--- src/rtl/sar_serial_port.sv ---
module sar_serial_port #(
  parameter int DATA_W      = 16,
  parameter int CONV_CYCLES = 110
) (
  input  logic              clk,
  input  logic              rst_n,
  input  logic              cnv,
  input  logic              sdi,
  input  logic              sck,
  input  logic              start_bit_en,
  input  logic [DATA_W-1:0] conv_result,
  output logic              sdo,
  output logic              sdo_oe
);
  localparam int SH_W  = DATA_W + 1;
  localparam int CNT_W = $clog2(CONV_CYCLES + 1);
  localparam int BIT_W = $clog2(SH_W + 1);
  localparam logic [1:0] S_IDLE = 2'd0;
  localparam logic [1:0] S_CONV = 2'd1;
  localparam logic [1:0] S_READ = 2'd2;

  logic [1:0]       st;
  logic [CNT_W-1:0] cnt;
  logic [SH_W-1:0]  sh;
  logic [BIT_W-1:0] bits;
  logic             cnv_q, sck_q, sdi_q, chain, busy;

  wire cnv_rise = cnv & ~cnv_q;
  wire sck_fall = ~sck & sck_q;
  wire sdi_rise = sdi & ~sdi_q;
  wire [BIT_W-1:0] nbits = busy ? BIT_W'(SH_W) : BIT_W'(DATA_W);

  always_ff @(posedge clk or negedge rst_n) begin
    if (!rst_n) begin
      cnv_q <= 1'b0;
      sck_q <= 1'b0;
      sdi_q <= 1'b0;
    end else begin
      cnv_q <= cnv;
      sck_q <= sck;
      sdi_q <= sdi;
    end
  end

  always_ff @(posedge clk or negedge rst_n) begin
    if (!rst_n) begin
      st    <= S_IDLE;
      cnt   <= '0;
      sh    <= '0;
      bits  <= '0;
      chain <= 1'b0;
      busy  <= 1'b0;
    end else if (cnv_rise && st != S_CONV) begin
      st    <= S_CONV;
      cnt   <= CNT_W'(CONV_CYCLES);
      chain <= ~sdi;
      busy  <= start_bit_en;
      bits  <= '0;
    end else begin
      case (st)
        S_CONV: begin
          if (cnt <= CNT_W'(1)) begin
            st  <= S_READ;
            sh  <= {1'b0, conv_result};
            cnt <= '0;
          end else begin
            cnt <= cnt - CNT_W'(1);
          end
        end
        S_READ: begin
          if (!chain && sdi_rise) begin
            st <= S_IDLE;
          end else if (sck_fall && !cnv) begin
            sh <= {sh[SH_W-2:0], sdi};
            if (bits < nbits) bits <= bits + BIT_W'(1);
            if (!chain && (bits + BIT_W'(1)) == nbits) st <= S_IDLE;
          end
        end
        default: ;
      endcase
    end
  end

  assign sdo    = (st == S_CONV) ? 1'b1 : (busy ? sh[SH_W-1] : sh[SH_W-2]);
  assign sdo_oe = ~cnv & (((st == S_CONV) & busy) | (st == S_READ));
endmodule

--- config.mk ---
export PLATFORM = sky130hd
export DESIGN_NAME = sar_serial_port
export DESIGN_NICKNAME = d
export VERILOG_FILES = /design/src/rtl/sar_serial_port.sv
export SDC_FILE = /design/constraint.sdc
export NUM_CORES = 1
export LEC_CHECK = 0
export BUFFER_PORTS_ARGS = -buffer_cell sky130_fd_sc_hd__clkbuf_2
export CAP_MARGIN = 20
export CELL_PAD_IN_SITES_DETAIL_PLACEMENT = 1
export CELL_PAD_IN_SITES_GLOBAL_PLACEMENT = 1
export CORE_ASPECT_RATIO = 1.1
export CORE_MARGIN = 3
export CORE_UTILIZATION = 46
export DETAILED_ROUTE_END_ITERATION = 12
export PLACE_DENSITY = 0.82
export SYNTH_ARGS = -nofsm -noshare
export SYNTH_HDL_FRONTEND = slang
export SYNTH_SLANG_ARGS = --single-unit
--- constraint.sdc ---
create_clock -name clk -period 2.1 [get_ports clk]
set_input_delay 0.63 -clock clk [delete_from_list [all_inputs] [get_ports clk]]
set_output_delay 0.63 -clock clk [all_outputs]
set_load 0.005 [all_outputs]
==> impl_results.md <==
- Type of the most critical hold path: primary input to async pin
- Post-CTS Resized: 0
- # Max-Cap Violations: 0
- Area of the multi-input gates: 1010 sq um
- Fin. max-slew vios: 0
- Yosys reg bits: 36
- Leading area contributor after synthesis: dfrtp_1
- Worst slew margin: about two thirds
- Root buffer cell: clkbuf_8
- Largest net degree at the start of global routing: 20
- Synth warn: 0
- Synth Area in Compound Gates: roughly 8.3%
- Reg clk slew, reported paths: about 70 ps
- DIE WIDTH: approximately 68 microns
- Status: finished, final reports clean
- Critical path type: flop to output port
- Synth Flop Type: dfrtp_1
- Post-synth EDFFs: 0
- Post-layout util: roughly 57%
- CP Data Arrival Time: about 1400 ps
- Diodes inserted: 0
- IO Port Bufs: 23
- Pwr/cell area: ~1400 nW/um^2
- Commonest non-fill, non-tap cells in the layout: dfrtp_1 (36), mux2_2 (25), clkbuf_2 (23)
- Static Leak: 1.07 nW
- Final setup viols: 0
- TritonCTS sink count: 36
- Initial antenna violation count: 0
- Sequential cell area fraction in the yosys report: between 40% and 50%
- Cell Area, Synth: a little under 2000 sq um
- Max rail drop VDD: between 0.6 and 0.7 mV
- First-pass GRT wire length: 7.62 mm
- Cell count after synthesis: around 170
- CTS Buffer Depth: 2
- Num CTS Buffers: 5
- Total power: between 3 and 4 mW
- Most common cell after layout, fill and taps aside: dfrtp_1
- Worst Path Required: 1470 ps
- Area growth, synth to finish: 17.5%
- Row cnt: 24
- RSZ-0062 raised after global routing: no
- Critical Path Max Stage Delay: roughly 400 ps
- Finished Cell Area: approximately 2300 sq um
- Fillers: 440
- Crit end category: output port
- F_max: 503 MHz
- Routability Congestion: roughly 0.74
- Min Clock Period, post-route: approximately 2000 ps
- 1st-iter DRT viols: 20
- Layout cell share with drive strength beyond 1: around two fifths
- Actual slew at the worst max-slew pin: 502 ps
- Largest family of logic cells by synthesized area: multiplexers
- DRT Pass-1 Iters: 4
- DRT Wirelength: ~4.6 mm
- Via density: around 5.4
- Cell breakdown of the critical path: inv_1 > ha_2 > a21oi_1 > nor2_1 > clkbuf_2
- CTS Hold Bufs: 0
- WHS: 296 ps
- Post-route ant nets: 0
- Total grt overflow: 0
- CTS tree: done
- Initial Utilization: 48.5%
- Yosys top cell area share: roughly 46%
- Mux cell area share after synthesis: approximately 24%
- Wire per inst: about 18 microns
- Chip height: 74.6 microns
- Setup Fix Bufs, Post-CTS: 0
- Fin. Hold Viols: 0
- CP bufs+invs: 2
- Worst setup SP type: flop
- Register area: approximately 900 sq um
- Kind of cell adding the most delay to the critical path: flip-flops
- H-tree levels: 2
- Skew final: 8.58 ps
- DRC viols: 0
- Die area: 5100 sq um
- IO Count: 24
- Core Area: 4050 sq um
- Critical-path maximum fanout: 7
- Hpwl dp: ~3.6 mm
- Top cells by area, synth: dfrtp_1 (46%), mux2_2 (14%), mux2_4 (6.9%), ha_1 (3.8%), mux2i_1 (3.1%)
- Vias in the first global route: about 1.6k
- Via count: 1366
- Simple-gate area share of the yosys netlist: between 10% and 20%
- Synth Area per Inst: ~12 sq um
- Post-Synth Adder-Cell Area: approximately 3.8%
- DP Area: approximately 2200 sq um
- Post-synthesis xor/xnor area fraction: around 1.3%
- Tot GR Track Use: approximately 21%
- Nets@finish: between 200 and 250
- Syn_nets: 195
- Post-synth cell types: between 40 and 50
- Async SR Flop Fraction: 100%
- Period utilization: between 90% and 100%
- Worst-Skew Late Latency: just under 300 ps
- Worst-path cell with the longest stage delay: dfrtp_1
==> cells in the mapped netlist (all sizes together) (3+ instances only) <==
master	count
buf	3
mux2i	6
inv	11
o21ai	4
nand2b	3
mux2	34
nor2	6
dfrtp	36
nand3	4
ha	6
or3	3
nor3	4
a21oi	3
nand2	12
==> final timing paths <==
| path | start | to | slack (ps) | cells after the start |
|---|---|---|---|---|
| worst max-delay path | st[0]$_DFFE_PN0P_ | sdo_oe | 110 | 5 |
| worst min-delay path | rst_n | cnt[6]$_DFFE_PN0P_ | 300 | 1 |
| worst max register to register | cnt[1]$_DFFE_PN0P_ | sh[1]$_DFFE_PN0P_ | 130 | 7 |
| worst min register to register | sh[0]$_DFFE_PN0P_ | sh[0]$_DFFE_PN0P_ | 510 | 1 |
| max in group asynchronous | rst_n | cnv_q$_DFF_PN0_ | 1340 | 2 |
| min in group clk | sck | sck_q$_DFF_PN0_ | 480 | 1 |
==> metal layers <==
layer | vias up | global-route usage [%] | share of wire (%)
met3 | 5 | 3.32 | 2.2
met4 | 0 | 7.95 | 1.5
met1 | 685 | 23.5 | 39
li1 | 660 | - | -
met5 | - | 0 | 0
met2 | 16 | 38.2 | 57
==> sequential cells by signal (all words and copies together) (netlist names) <==
signal,flops
st,2
busy,1
bits,5
sdi_q,1
cnt,7
cnv_q,1
chain,1
sh,17
sck_q,1
==> cell type report <==
cell class	count	share of cell area [%]
inverter	11	1.79
sequential	36	39.0
tap	52	2.81
clock buffer	7	4.17
multi-input combinational	115	43.6
timing repair buffer	31	8.66
==> where the power goes <==
part / switching [mW] / leakage, nW / internal (mW) / total, mW
combinational: 0.656 / 0.592 / 0.861 / 1.52
clock: 0.238 / 0.0503 / 0.292 / 0.530
sequential: 0.223 / 0.430 / 0.972 / 1.19
total: 1.12 / 1.07 / 2.12 / 3.24
==> stage by stage <==
| step | setup slack [ps] | std cells | TNS [ps] |
|---|---|---|---|
| 2_1_floorplan | 106 | 167 | 0 |
| 3_3_place_gp | -36.1 | 245 | -60.0 |
| 3_5_place_dp | -83.1 | 245 | -223 |
| 4_1_cts | 32.2 | 252 | 0 |
| 5_1_grt | 1.03 | 252 | 0 |
| 6_report | 112 | 252 | 0 |
==> kinds of logic after synthesis <==
family / count (synthesis)
AO/OA/AOI/OAI: 22
XOR/XNOR: 3
adder cells (fa/ha/maj): 6
buffers and inverters: 16
flip-flops: 36
multiplexers: 40
AND/OR/NAND/NOR: 44
==> worst reg2reg max path: cells and delay by family (launching register included) <==
kind | cells | cell delay [ps]
AOI/OAI and AO/OA | 2 | 520
DFF | 1 | 410
muxes | 1 | 350
buffers and inverters | 2 | 260
adders and majority gates | 1 | 190
and+or+nand+nor | 1 | 110
(Power assumes the default switching activity.)
